===== src/rtl/pirq_pkg.sv =====
package pirq_pkg;
  localparam int NUM_PIRQ  = 4;
  localparam int NUM_IRQ   = 16;
  localparam int IRQ_W     = $clog2(NUM_IRQ);
  localparam int PIRQ_W    = $clog2(NUM_PIRQ);
  localparam int MAP_W     = NUM_IRQ * NUM_PIRQ;
  localparam logic [7:0] ROUTE_RESET = 8'h80;

  typedef logic [7:0] route_byte_t;

  // A byte below NUM_IRQ names a live target; anything else parks the line.
  function automatic logic route_live(input route_byte_t b);
    return b < 8'(NUM_IRQ);
  endfunction

  // Shared line fed by pin n of the device in slot s: (n + s - 1) mod 4.
  function automatic logic [PIRQ_W-1:0] rotate_pin(input int unsigned n,
                                                   input int unsigned s);
    return PIRQ_W'((n + s + NUM_PIRQ - 1) % NUM_PIRQ);
  endfunction
endpackage


===== src/rtl/pirq_route_regs.sv =====
module pirq_route_regs
  import pirq_pkg::*;
#(
  parameter logic [5:0] ROUTE_DW = 6'h18
) (
  input  logic                        clk,
  input  logic                        rst_n,
  input  logic                        cfg_valid,
  input  logic                        cfg_write,
  input  logic [5:0]                  cfg_dw_addr,
  input  logic [NUM_PIRQ-1:0]         cfg_be,
  input  logic [8*NUM_PIRQ-1:0]       cfg_wdata,
  output logic                        cfg_rvalid,
  output logic [8*NUM_PIRQ-1:0]       cfg_rdata,
  output route_byte_t                 route_q [NUM_PIRQ],
  output logic [NUM_PIRQ-1:0]         route_en,
  output logic [NUM_PIRQ*IRQ_W-1:0]   route_irq
);
  logic hit;
  logic wr_acc;
  logic rd_acc;
  logic [8*NUM_PIRQ-1:0] packed_routes;

  assign hit    = (cfg_dw_addr == ROUTE_DW);
  assign wr_acc = cfg_valid && cfg_write && hit;
  assign rd_acc = cfg_valid && !cfg_write;

  for (genvar k = 0; k < NUM_PIRQ; k++) begin : g_lane
    always_ff @(posedge clk or negedge rst_n) begin
      if (!rst_n) begin
        route_q[k] <= ROUTE_RESET;
      end else if (wr_acc && cfg_be[k]) begin
        route_q[k] <= cfg_wdata[8*k +: 8];
      end
    end

    assign packed_routes[8*k +: 8]       = route_q[k];
    assign route_en[k]                   = route_live(route_q[k]);
    assign route_irq[IRQ_W*k +: IRQ_W]   = route_en[k] ? route_q[k][IRQ_W-1:0] : '0;
  end

  always_ff @(posedge clk or negedge rst_n) begin
    if (!rst_n) begin
      cfg_rvalid <= 1'b0;
      cfg_rdata  <= '0;
    end else begin
      cfg_rvalid <= rd_acc;
      if (rd_acc) begin
        cfg_rdata <= hit ? packed_routes : '0;
      end
    end
  end
endmodule


===== src/rtl/pirq_swizzle.sv =====
module pirq_swizzle
  import pirq_pkg::*;
#(
  parameter int NUM_SLOTS  = 4,
  parameter int FIRST_SLOT = 1
) (
  input  logic [NUM_PIRQ*NUM_SLOTS-1:0] dev_intx,
  output logic [NUM_PIRQ-1:0]           pirq_lvl
);
  localparam int PINS = NUM_PIRQ * NUM_SLOTS;

  // Per-pin one-hot steering toward its shared line.
  logic [NUM_PIRQ-1:0] steer [PINS];

  for (genvar d = 0; d < NUM_SLOTS; d++) begin : g_dev
    for (genvar n = 0; n < NUM_PIRQ; n++) begin : g_pin
      localparam logic [PIRQ_W-1:0] LINE = rotate_pin(n, FIRST_SLOT + d);
      always_comb begin
        steer[d*NUM_PIRQ + n]       = '0;
        steer[d*NUM_PIRQ + n][LINE] = dev_intx[d*NUM_PIRQ + n];
      end
    end
  end

  always_comb begin
    pirq_lvl = '0;
    for (int i = 0; i < PINS; i++) begin
      pirq_lvl = pirq_lvl | steer[i];
    end
  end
endmodule


===== src/rtl/pirq_level_map.sv =====
module pirq_level_map
  import pirq_pkg::*;
(
  input  logic                      clk,
  input  logic                      rst_n,
  input  logic [NUM_PIRQ-1:0]       pirq_lvl,
  input  logic [NUM_PIRQ-1:0]       route_en,
  input  logic [NUM_PIRQ*IRQ_W-1:0] route_irq,
  output logic [NUM_IRQ-1:0]        irq_out
);
  // Bit (irq*NUM_PIRQ + line) is set when line is live, aimed at irq, and high.
  logic [MAP_W-1:0] map_d;
  logic [MAP_W-1:0] map_q;

  for (genvar i = 0; i < NUM_IRQ; i++) begin : g_irq
    for (genvar p = 0; p < NUM_PIRQ; p++) begin : g_line
      assign map_d[i*NUM_PIRQ + p] = route_en[p] && pirq_lvl[p] &&
                                     (route_irq[IRQ_W*p +: IRQ_W] == IRQ_W'(i));
    end
    assign irq_out[i] = |map_q[i*NUM_PIRQ +: NUM_PIRQ];
  end

  always_ff @(posedge clk or negedge rst_n) begin
    if (!rst_n) map_q <= '0;
    else        map_q <= map_d;
  end
endmodule


===== src/rtl/pirq_router.sv =====
module pirq_router
  import pirq_pkg::*;
#(
  parameter int         NUM_SLOTS  = 4,
  parameter int         FIRST_SLOT = 1,
  parameter logic [5:0] ROUTE_DW   = 6'h18
) (
  input  logic                          clk,
  input  logic                          rst_n,
  input  logic                          cfg_valid,
  output logic                          cfg_ready,
  input  logic                          cfg_write,
  input  logic [5:0]                    cfg_dw_addr,
  input  logic [3:0]                    cfg_be,
  input  logic [31:0]                   cfg_wdata,
  output logic                          cfg_rvalid,
  output logic [31:0]                   cfg_rdata,
  input  logic [4*NUM_SLOTS-1:0]        dev_intx,
  output logic [3:0]                    route_en,
  output logic [15:0]                   route_irq,
  output logic [15:0]                   irq_out
);
  route_byte_t         route_q [NUM_PIRQ];
  logic [NUM_PIRQ-1:0] pirq_lvl;

  assign cfg_ready = 1'b1;

  pirq_route_regs #(.ROUTE_DW(ROUTE_DW)) u_regs (
    .clk        (clk),
    .rst_n      (rst_n),
    .cfg_valid  (cfg_valid),
    .cfg_write  (cfg_write),
    .cfg_dw_addr(cfg_dw_addr),
    .cfg_be     (cfg_be),
    .cfg_wdata  (cfg_wdata),
    .cfg_rvalid (cfg_rvalid),
    .cfg_rdata  (cfg_rdata),
    .route_q    (route_q),
    .route_en   (route_en),
    .route_irq  (route_irq)
  );

  pirq_swizzle #(.NUM_SLOTS(NUM_SLOTS), .FIRST_SLOT(FIRST_SLOT)) u_swz (
    .dev_intx(dev_intx),
    .pirq_lvl(pirq_lvl)
  );

  pirq_level_map u_map (
    .clk      (clk),
    .rst_n    (rst_n),
    .pirq_lvl (pirq_lvl),
    .route_en (route_en),
    .route_irq(route_irq),
    .irq_out  (irq_out)
  );
endmodule


===== config.mk =====
export PLATFORM = sky130hd
export DESIGN_NAME = pirq_router
export DESIGN_NICKNAME = d
export VERILOG_FILES = /design/src/rtl/pirq_pkg.sv /design/src/rtl/pirq_route_regs.sv /design/src/rtl/pirq_swizzle.sv /design/src/rtl/pirq_level_map.sv /design/src/rtl/pirq_router.sv
export SDC_FILE = /design/constraint.sdc
export NUM_CORES = 1
export LEC_CHECK = 0
export BUFFER_PORTS_ARGS = -buffer_cell sky130_fd_sc_hd__buf_4
export CAP_MARGIN = 10
export CORE_ASPECT_RATIO = 0.8
export CORE_MARGIN = 1.5
export CORE_UTILIZATION = 50
export CTS_CLUSTER_SIZE = 40
export DETAILED_ROUTE_END_ITERATION = 12
export GPL_ROUTABILITY_DRIVEN = 0
export PLACE_DENSITY = 0.86
export SYNTH_ARGS = -nofsm -noshare
export SYNTH_HDL_FRONTEND = slang
export SYNTH_HIERARCHICAL = 1
export SYNTH_SLANG_ARGS = --single-unit

===== constraint.sdc =====
create_clock -name clk -period 2 [get_ports clk]
set_input_delay 0.4 -clock clk [delete_from_list [all_inputs] [get_ports clk]]
set_output_delay 0.4 -clock clk [all_outputs]
set_load 0.1 [all_outputs]

==> results.md <==
- CORE AREA: 9570 sq um
- Register area share after synthesis: 0.662
- RR Endpoint: u_map/map_q[0]
- Die height: 91.4 um
- Global-route wire length before repair: 23.6 mm
- Primary FF master, synth: dfrtp_1
- Crit path max-delay family: simple AND/OR/NAND/NOR gates
- Synthesized cell area: 4880 sq um
- Row cnt: 32
- Worst VDD drop: 0.561 mV
- Routed Antenna Nets: 0
- Finish-stage setup viols: 15
- Mux cell area share after synthesis: 0.0738
- Congestion Overflow GR: 0
- Top-area cell type share of the netlist area: 0.641
- Pwr Total: 7130 uW
- Post-Synth Adder-Cell Area: 0
- Residual DRC: 0
- Fmax: 494 MHz
- XOR/XNOR share of the synthesized area: 0
- Worst setup SP type: register
- Number of flops mapped to enable cells by yosys: 0
- CTS root buf: clkbuf_16
- Hold Violations, Final: 0
- FF-to-FF path depth: 7
- Post-synthesis net count: 473
- Compound-Gate Fraction of Synth Area: 0.0328
- Vias in the first global route: 4351
- Cell taking the most area after synthesis: dfrtp_1
- TritonRoute pass-1 iters: 5
- Fin crit period: 2.02 ns
- Vias per cell: 5.75
- Share of cells above drive strength 1: 0.448
- Worst reg2reg path startpoint: u_regs/route_q[31]
- Status: complete, but fails checks
- Port bufs: 130
- Nets: 654
- Max FO, Critical Path: 6
- DP Area: 6190 sq um
- Failing checks: setup timing
- CP Cell Sequence: nor4_4 > buf_4 > and2_4 > buf_12
- Hold path cells: 2
- RSZ-0062 raised after global routing: yes
- P_leak: 0.00365 uW
- Synth Register Bits: 129
- Syn Area/Cell: 11.9 sq um
- Largest net degree at the start of global routing: 45
- Die width: 113 um
- WL met3: 1.16 mm
- Max-Cap Viols: 0
- Syn Inst Count: 411
- Max Transition Viols Final: 0
- Synth warn: 6
- Setup CP Type: register to output pin
- DR iter-0 viols: 289
- Simple-gate share of the synthesized area: 0.219
- Skew final: 0.0152 ns
- WP data required: 1.60 ns
- Synth-to-layout area growth: 50.5%
- Placed Cells: 663
- Min-Delay Path Class: input pin to register
- Dpl hpwl: 9.26 mm
- Post-Route M1 WL: 5.86 mm
- Most common library cells after synthesis: dfrtp_1 (125), nand2_1 (68), nor2_1 (48), mux2_2 (32), o21ai_0 (27)
- Clock Pin Slew Worst Setup and Hold Paths: 0.06 ns
- Slowest CP cell: dfrtp_1
- Part of the cycle the worst path needs: 1.01
- Routed wire per std cell: 21.4 um
- Worst hold start: cfg_wdata[4]
- Final Cell Area: 7350 sq um
- Total number of vias: 4163
- Post-synth ARST share: 1.00
- CTS buffer count: 17
- Full die area: 10400 sq um
- PD cells: 970 nW/um^2
- Clk_lat worst skew: 0.41 ns
- Critical Path Sink Type: output pin
- WP buf/inv: 2
- Clock sink total: 129
- Most frequent cell after synthesis: dfrtp_1
- Max clock buf depth: 2
- Slowest stage delay, CP: 0.41 ns
- Initial antenna violation count: 0
- Initial Utilization: 0.510
- Flop2flop setup slack: -0.02 ns
- I/O pins: 132
- Routed Wire Length: 15.5 mm
- CP Data Arrival Time: 1.62 ns
- Top cells by area, synth: dfrtp_1 (64%), mux2_2 (7.4%), nand2_1 (5.2%), nor2_1 (3.7%), or4_1 (3.1%)
- Layout Cells excl Fill: 724
- Htree depth: 4
- Antenna diodes: 0
- Hold EP: u_regs/route_q[28]
- GRT Util Overall: 0.307
- Top sig layer: met4
- Synth unique cells: 25
- Met2 routed WL: 8.01 mm
- CTS tree: done
- Largest family of logic cells by synthesized area: simple AND/OR/NAND/NOR gates
- Final worst slack: -0.0240 ns
==> worst max-delay path by stage <==
stage / from / endpoint / slack, ns / depth (start not counted)
after global routing: u_regs/route_q[6] / route_irq[14] / -0.07 / 4
after CTS: u_regs/route_q[30] / route_irq[2] / -0.03 / 4
after global placement: u_regs/route_q[22] / route_irq[6] / 0.15 / 3
after floorplan: u_regs/route_q[22] / u_map/map_q[17] / -0.87 / 4
after detailed placement: u_regs/route_q[22] / route_irq[7] / 0.11 / 3
final: u_regs/route_q[6] / route_irq[14] / -0.02 / 4
==> final cells by class <==
cell class                      instances  area (sq um)
Inverter                                1          3.75
Fill cell                             529          2220
Timing Repair Buffer                  174          1620
Clock buffer                           20           447
Clock inverter                         12           184
Tap cell                              119           149
Multi-Input combinational cell        269          1720
Sequential cell                       129          3230
==> state kept, by name, indices dropped and copies added, names as in the netlist <==
signal	flops
u_regs/cfg_rvalid	1
u_map/map_q	64
u_regs/route_q	32
u_regs/cfg_rdata	32
==> layer usage <==
metal,up-vias,track usage
met1,2088,0.377
met5,-,0
met2,240,0.513
met3,56,0.0834
met4,0,0.131
li1,1779,-
==> worst reg2reg max path: stages (launching register included) <==
cell       delay [ns]
dfstp_2          0.57
nor4_4           0.06
buf_6            0.14
and2_4           0.17
buf_4            0.13
buf_4            0.14
nand4bb_1        0.37
nor3_1           0.33
==> kinds of logic after synthesis <==
| group | after synthesis |
|---|---|
| and+or+nand+nor | 204 |
| AOI/OAI and AO/OA | 32 |
| muxes | 32 |
| other | 1 |
| DFF | 129 |
| buffers and inverters | 13 |
==> placed cells by master, fill, tap and decap left out, types with 3 or more instances in the layout <==
master       n
nor2_1      48
mux2_2      32
nor4_4       4
buf_4      143
and2_4      16
buf_8        3
dfrtp_1    125
nor3_1      16
nand4b_1     8
nand2b_1     9
nand2_1     65
dfstp_2      4
nand3_2      4
buf_6        6
nand2_2      3
clkbuf_16   17
o21ai_0     27
or4_4        4
buf_12      21
o21ai_1      5
nand4bb_1    4
or4_1       16
clkinv_4     4
nand4_1      4
bufinv_16    4
==> report_power, final <==
part / internal [uW] / total (uW) / switching (uW)
Sequential: 2680 / 2740 / 55.2
Combinational: 406 / 1090 / 689
Clock: 2130 / 3290 / 1160
==> stage by stage <==
stage                     worst slack (ns)   util  setup TNS, ns  hold slack [ns]
after floorplan                     -0.872      -         -64.25            0.104
after global placement               0.149  0.647              0            0.394
after detailed placement             0.107  0.647              0            0.395
after CTS                          -0.0349  0.755         -0.139            0.203
after global routing               -0.0671  0.768         -0.935            0.210
final                              -0.0240  0.768         -0.208            0.217
==> what timing repair did <==
action                     CTS  global route
setup endpoints to repair   25            24
hold buffers                 1             0
gates cloned                 0             0
hold endpoints to repair    30             0
pin swaps                    5             2
resized for setup           71            15
setup buffers               20             8
Power figures use the tool's default switching activity.
